### src/rtl/token_match.sv
module token_match #(
  parameter int TAG_W  = 8,
  parameter int DATA_W = 16,
  parameter int DEPTH  = 16
) (
  input  logic              clk,
  input  logic              rst_n,
  input  logic              in_valid,
  output logic              in_ready,
  input  logic [TAG_W-1:0]  in_tag,
  input  logic [DATA_W-1:0] in_data,
  output logic              out_valid,
  input  logic              out_ready,
  output logic [TAG_W-1:0]  out_tag,
  output logic [DATA_W-1:0] out_left,
  output logic [DATA_W-1:0] out_right
);
  localparam int KEY_W = TAG_W - 1;
  localparam int IDX_W = (DEPTH > 1) ? $clog2(DEPTH) : 1;

  logic [DEPTH-1:0]  vld;
  logic [KEY_W-1:0]  key_q [DEPTH];
  logic [DATA_W-1:0] dat_q [DEPTH];
  logic [DEPTH-1:0]  hit_vec;
  logic [IDX_W-1:0]  hit_idx, free_idx;
  logic              hit, full, stall, take;
  logic [KEY_W-1:0]  in_key;

  assign in_key = in_tag[TAG_W-1:1];

  for (genvar i = 0; i < DEPTH; i++) begin : g_cmp
    assign hit_vec[i] = vld[i] && (key_q[i] == in_key);
  end

  assign hit      = |hit_vec;
  assign full     = &vld;
  assign stall    = out_valid && !out_ready;
  assign in_ready = !stall && (hit || !full);
  assign take     = in_valid && in_ready;

  always_comb begin
    hit_idx  = '0;
    free_idx = '0;
    for (int i = DEPTH - 1; i >= 0; i--) begin
      if (hit_vec[i]) hit_idx = IDX_W'(i);
      if (!vld[i])    free_idx = IDX_W'(i);
    end
  end

  always_ff @(posedge clk) begin
    if (!rst_n) begin
      vld       <= '0;
      out_valid <= 1'b0;
      out_tag   <= '0;
      out_left  <= '0;
      out_right <= '0;
    end else begin
      if (out_valid && out_ready) out_valid <= 1'b0;
      if (take && hit) begin
        vld[hit_idx] <= 1'b0;
        out_valid    <= 1'b1;
        out_tag      <= {in_key, 1'b0};
        if (in_tag[0]) begin
          out_left  <= dat_q[hit_idx];
          out_right <= in_data;
        end else begin
          out_left  <= in_data;
          out_right <= dat_q[hit_idx];
        end
      end else if (take) begin
        vld[free_idx]   <= 1'b1;
        key_q[free_idx] <= in_key;
        dat_q[free_idx] <= in_data;
      end
    end
  end
endmodule

### config.mk
export PLATFORM = sky130hd
export DESIGN_NAME = token_match
export DESIGN_NICKNAME = d
export VERILOG_FILES = /design/src/rtl/token_match.sv
export SDC_FILE = /design/constraint.sdc
export NUM_CORES = 1
export LEC_CHECK = 0
export ABC_CLOCK_PERIOD_IN_PS = 5000
export CAP_MARGIN = 10
export CORE_MARGIN = 4
export CORE_UTILIZATION = 61
export CTS_BUF_LIST = sky130_fd_sc_hd__clkbuf_16
export DETAILED_ROUTE_END_ITERATION = 6
export PLACE_DENSITY = 0.8
export SLEW_MARGIN = 20
export SYNTH_ARGS = -nofsm -noshare
export SYNTH_HDL_FRONTEND = slang
export SYNTH_SLANG_ARGS = --single-unit
### constraint.sdc
create_clock -name clk -period 5 [get_ports clk]
set_clock_uncertainty 0.1 [all_clocks]
set_input_delay 0.75 -clock clk [delete_from_list [all_inputs] [get_ports clk]]
set_output_delay 0.75 -clock clk [all_outputs]
set_load 0.02 [all_outputs]
== Yosys cells after proc, flatten, opt, wreduce, memory -nomap -nowiden ==
Memories as Yosys holds them, arrays and structs flattened.
Index checks and enable logic that the tools add are counted.
W data, S select, Z words.
Word-level totals
  bits in registers: 56
  latch bits: 0
  memory bits (writable): 368
  bits in read-only memories: 0
  input bits: 28
  output and inout bits: 42
  word-level logic and storage cells: 107
  memories kept: 2
Cells by class
  $add $sub $neg: 0
  $mul: 0
  divide/modulo/power cells: 0
  order comparisons: 4
  equal/unequal tests: 16
  shift-type cells: 0
  mux-type cells: 46
  bitwise logic cells: 3
  reductions and logical operators: 31
Memories
  dat_q: depth 16, bits a word 16, rd ports 1, clocked after Yosys merged registers in 0, write ports 1, line 23  | logic [DATA_W-1:0] dat_q [DEPTH];
  key_q: depth 16, bits a word 7, rd ports 16, clocked after Yosys merged registers in 0, write ports 1, line 22  | logic [KEY_W-1:0] key_q [DEPTH];
Operator list (number)
  $mux W4: 32
  $eq A7 B7 Y1: 16
  $mux W16: 4
  $logic_and A1 B1 Y1: 23
  $and A16 B16 Y16: 1
  $not A16 Y16: 1
  $or A16 B16 Y16: 1
  $reduce_and A16 Y1: 1
  $reduce_or A16 Y1: 1
  $lt A4 B5 Y1 const B: 2
  $demux W1 S4: 2
  $ge A4 B1 Y1 const B: 2
  $mux W1: 8
  $reduce_bool A2 Y1: 2
  $logic_not A1 Y1: 3
  $logic_or A1 B1 Y1: 1

== Depth between registers and ports, before layout ==
An unclocked memory read counts as a cell.
  depth in word-level cells: 26
  gate-level depth with buffers: 14
  gate-level depth less buffers: 10

== Worst setup path after synthesis ==
OpenSTA, ideal clock, no wires.
  path type: input to register
  from: in in_tag[6]
  to: mem dat_q[13][0], enable pin
  setup time: 0.403 ns
  data arrival time: 4.060 ns
  required time: 4.497 ns
  setup slack: 0.437 ns
  stages: 11
  path buffers: 1
  path through: buf_6 > xor2_1 > nor2_1 > and4_1 > or4_4 > nor2b_1 > nand3_1 > nor4_2 > and2_1 > nand2_1 > nor2_1
Between the ends
  cells in the longest elaborated chain, start to end: 10
Ends and longest elaborated chain
  start, declared: line 10  | input logic [TAG_W-1:0] in_tag,
  $eq A7 B7 Y1: line 32  | assign hit_vec[i] = vld[i] && (key_q[i] == in_key);
  $logic_and A1 B1 Y1: line 32
  $reduce_or A16 Y1 *: line 35  | assign hit = |hit_vec;
  $logic_or A1 B1 Y1: line 38  | assign in_ready = !stall && (hit || !full);
  $logic_and A1 B1 Y1: line 38
  $logic_and A1 B1 Y1: line 39  | assign take = in_valid && in_ready;
  $mux W1 or $logic_and A1 B1 Y1 (tied branches): line 70, 59
  $mux W1 *: line 59  | if (take && hit) begin
  $mux W1 *: line 51  | if (!rst_n) begin
  $mux W1 (not written as such) *: line 73  | dat_q[free_idx] <= in_data;
  end, declared: line 23
Mark *: on every way between the ends. The rest lies on a longest branch, timed or not.

== Final worst setup path ==
  from: in in_tag[3]
  to: out in_ready
Between the ends
  cells in the longest elaborated chain, start to end: 5
Ends and longest elaborated chain
  $eq A7 B7 Y1: line 32
  $logic_and A1 B1 Y1: line 32
  $reduce_or A16 Y1 *: line 35
  $logic_or A1 B1 Y1 *: line 38
  $logic_and A1 B1 Y1 *: line 38
  end, declared: line 9  | output logic in_ready,
Marked as above.

==> results.yml <==
outcome:
  status: "complete, no violations"
worst_setup_path:
  worst_setup_path_start_kind: "input port"
  arrival_ns: 3.71
  critical_path.startpoint: "in_tag[3]"
  worst-endpoint-required_ns: 4.15
  r2r_slack_ns: 1.14
  cp_num_buf_inv: 3
  worst_setup_path_end_kind: "output port"
  worst_r2r_start: "key_q[15][4]"
  r2r_cells: 11
  critical_path.max_fanout: 25
  timing.setup.critical_path_class: "in2out"
  timing.critical_path.depth: 11
  cpLargestDelayFamily: "simple AND/OR/NAND/NOR gates"
  r2r_end: "out_right[8]"
  timing.critical_path.slowest_stage_cell: "sky130_fd_sc_hd__or4_4"
  worst_setup_path_endpoint: "in_ready"
  crit_path_cell_trace: "buf_2, buf_12, xor2_1, nor4_1, and4_1, or4_4, nor2b_1, nand3_1, nor3_1, a31oi_1, clkdlybuf4s50_1"
  critical-path-max-stage-delay_ns: 0.57
flow_run:
  drv_cap: 0
floorplanning:
  design.die.area_um2: 31500
  die-width_um: 177
  die_height_um: 177
  start_util: 0.625
  floorplan.io_pins: 70
  floorplan.rows: 61
  coreArea_um2: 28000
cts:
  post_cts.repair.setup_buffers: 0
  cts_tree: "yes"
  cts_max_level: 2
  cts.sinks: 424
  worst_setup_hold_path_clk_slew_ns: 0.06
  cts_max_path_buffers: 3
  clk_root_buffer_cell: "sky130_fd_sc_hd__clkbuf_16"
  cts.hold.buffers_added: 0
  cts_made_buffers: 41
  insertion_delay_ns: 0.54
global_route:
  grt.total_usage: 0.261
  grt_first_pass_wirelength_um: 63200
  grt_pass1_vias: 11000
  overflow: 0
  grt_max_degree: 74
  antenna_found_initial: 1
synth:
  yosys_cell_types: 69
  sequential_fraction_of_the_synthesis_area: 0.695
  synthArstFlopShare: 0
  post_synth_instance_area_um2: 17500
  syn-instance-count: 1210
  post_synth.cell_area_avg_um2: 14.5
  yosys_most_used_dff: "sky130_fd_sc_hd__edfxtp_1"
  syn_nets: 1238
  ys.warnings.count: 0
  synth_edf_count: 368
  ys_ff_latch: 424
drt:
  route.detailed.vias_per_inst: 6.38
  vias: 11000
  number_of_design_rule_violations_left_by_the_first_detailed_router_iteration: 1230
  drt-wirelength-per-cell_um: 23.9
  detail-route-antenna-nets: 0
  routed_wl_um: 41200
  remaining_drc_errors: 0
  firstDrtPassIters: 6
hold_path:
  hold_path_startpoint: "out_tag[5]"
  hp-class: "reg2reg"
place:
  place.port_buffers: 68
  dpl_hpwl_um: 26000
  globalplace.congestion: 0.955
final_layout:
  final_common_cell: "sky130_fd_sc_hd__edfxtp_1"
  share_of_cells_above_drive_strength_1: 0.128
  design.final.nets: 1341
  final_core_utilization: 0.721
  synthToLayoutAreaGrowth_pct: 15.3
  most-common-layout-cells: "368 x sky130_fd_sc_hd__edfxtp_1, 100 x sky130_fd_sc_hd__nor2_1, 61 x sky130_fd_sc_hd__xnor2_1, 61 x sky130_fd_sc_hd__clkdlybuf4s50_1, 56 x sky130_fd_sc_hd__dfxtp_1"
pwr:
  share_comb_of_total_power: 0.033
  vdd_ir_drop_max_uv: 284
  clock_power_frac: 0.429
  total_power_density_per_cell_area_nw_per_um2: 356
  power_switching_share: 0.200
  sequential_share_of_power: 0.539
  power_switching_uw: 1440
  internal_power_summed_over_all_cells_uw: 5740
  p_leak_uw: 0.00685
timing:
  setup_viol: 0
  fin_setup_tns_ns: 0
  final.min_clock_period_ns: 4.56
  finalHoldViolCount: 0
  fin_hold_ws_ns: 0.403
  final_min_period_over_clock_period: 0.912
  max_slew.worst_pin.slew_ns: 0.918
  finalMaxSlewViolations: 0
  setup_repair_after_global_routing_missed_its_margin: "false"
  achievable-frequency_mhz: 219
  max_slew_headroom: 0.388
## logic make-up (layout without fill, tap and decap cells)
kind of cell	count (synthesis)	count (layout)	synth area share
other	1	2	0.000214
AO/OA/AOI/OAI	260	260	0.112
flip-flops	424	424	0.695
AND/OR/NAND/NOR	266	266	0.0756
buffers and inverters	92	227	0.0284
multiplexers	55	55	0.0327
XOR/XNOR	112	112	0.0560
## sequential cells by signal, indices dropped and copies added (netlist names)
signal and cells:
out_left 16, out_right 16, vld 16, out_valid 1, dat_q 256, key_q 112
out_tag 7
## through the flow
step,std cells,area [µm²],power [µW],setup slack [ns]
after floorplan,1210,17500,4060,0.437
after global placement,1648,18800,4160,0.168
after detailed placement,1648,18800,4170,0.0968
after CTS,1723,20200,7200,0.0744
after global routing,1724,20200,7370,0.331
final,1724,20200,7180,0.439
## cell type report
class / instances / area [µm²]
well taps: 378 / 473
clock inverters: 34 / 323
multi-input cells: 694 / 4900
diodes: 1 / 2.50
inverters: 25 / 93.8
flip-flops and latches: 424 / 12200
repair buffers: 127 / 1200
fillers: 1758 / 7830
clock buffers: 41 / 1030
## power groups by stage
stage | clock, µW | combinational [µW] | sequential (µW)
final | 3080 | 234 | 3870
after global placement | 0 | 221 | 3940
after global routing | 3260 | 251 | 3870
after detailed placement | 0 | 228 | 3940
after floorplan | 0 | 117 | 3940
after CTS | 3100 | 230 | 3870
## synthesized netlist by cell type, types with 14 or more instances
cell type                  number  share of area
sky130_fd_sc_hd__a21o_1        16         0.0069
sky130_fd_sc_hd__a21oi_1       50          0.014
sky130_fd_sc_hd__a221oi_1      14         0.0070
sky130_fd_sc_hd__a22oi_1       45          0.019
sky130_fd_sc_hd__a31oi_1       19         0.0068
sky130_fd_sc_hd__buf_6         18          0.012
sky130_fd_sc_hd__clkbuf_1      31         0.0066
sky130_fd_sc_hd__dfxtp_1       56          0.064
sky130_fd_sc_hd__edfxtp_1     368           0.63
sky130_fd_sc_hd__inv_1         24         0.0051
sky130_fd_sc_hd__mux2i_1       38          0.022
sky130_fd_sc_hd__nand2_1       45         0.0096
sky130_fd_sc_hd__nand4_1       30          0.011
sky130_fd_sc_hd__nor2_1       116          0.025
sky130_fd_sc_hd__o21ai_0       21         0.0060
sky130_fd_sc_hd__o311a_1       30          0.017
sky130_fd_sc_hd__xnor2_1       61          0.031
sky130_fd_sc_hd__xor2_1        51          0.026
## what timing repair did
item / 4_1_cts / 5_1_grt
gates resized for setup: 0 / 2
setup endpoints to repair: 0 / 1
hold endpoints to repair: 0 / 0
## worst min-delay path by stage
stage | to | slack, ns | cells after the start
final | out_tag[5] | 0.40 | 2
after global routing | out_tag[4] | 0.44 | 2
after CTS | out_tag[5] | 0.41 | 2
after detailed placement | out_tag[4] | 0.40 | 2
after global placement | out_tag[4] | 0.37 | 2
after floorplan | vld[5] | 0.37 | 2
## layer usage
layer / GRT usage / wire (µm) / up-vias / share of wire
met4: 0.0838 / 1150 / 0 / 0.028
met2: 0.402 / 18900 / 617 / 0.46
li1: - / - / 4856 / -
met1: 0.381 / 17100 / 5446 / 0.42
met3: 0.0524 / 4070 / 83 / 0.099
met5: 0 / 0 / - / 0
## worst min-delay path, delay by kind of cell, from the launching register on
family / cells / cell delay (ns)
flip-flops: 1 / 0.33
multiplexers: 1 / 0.07
AND/OR/NAND/NOR: 1 / 0.07
No activity file was read; power rests on OpenSTA's default activity.
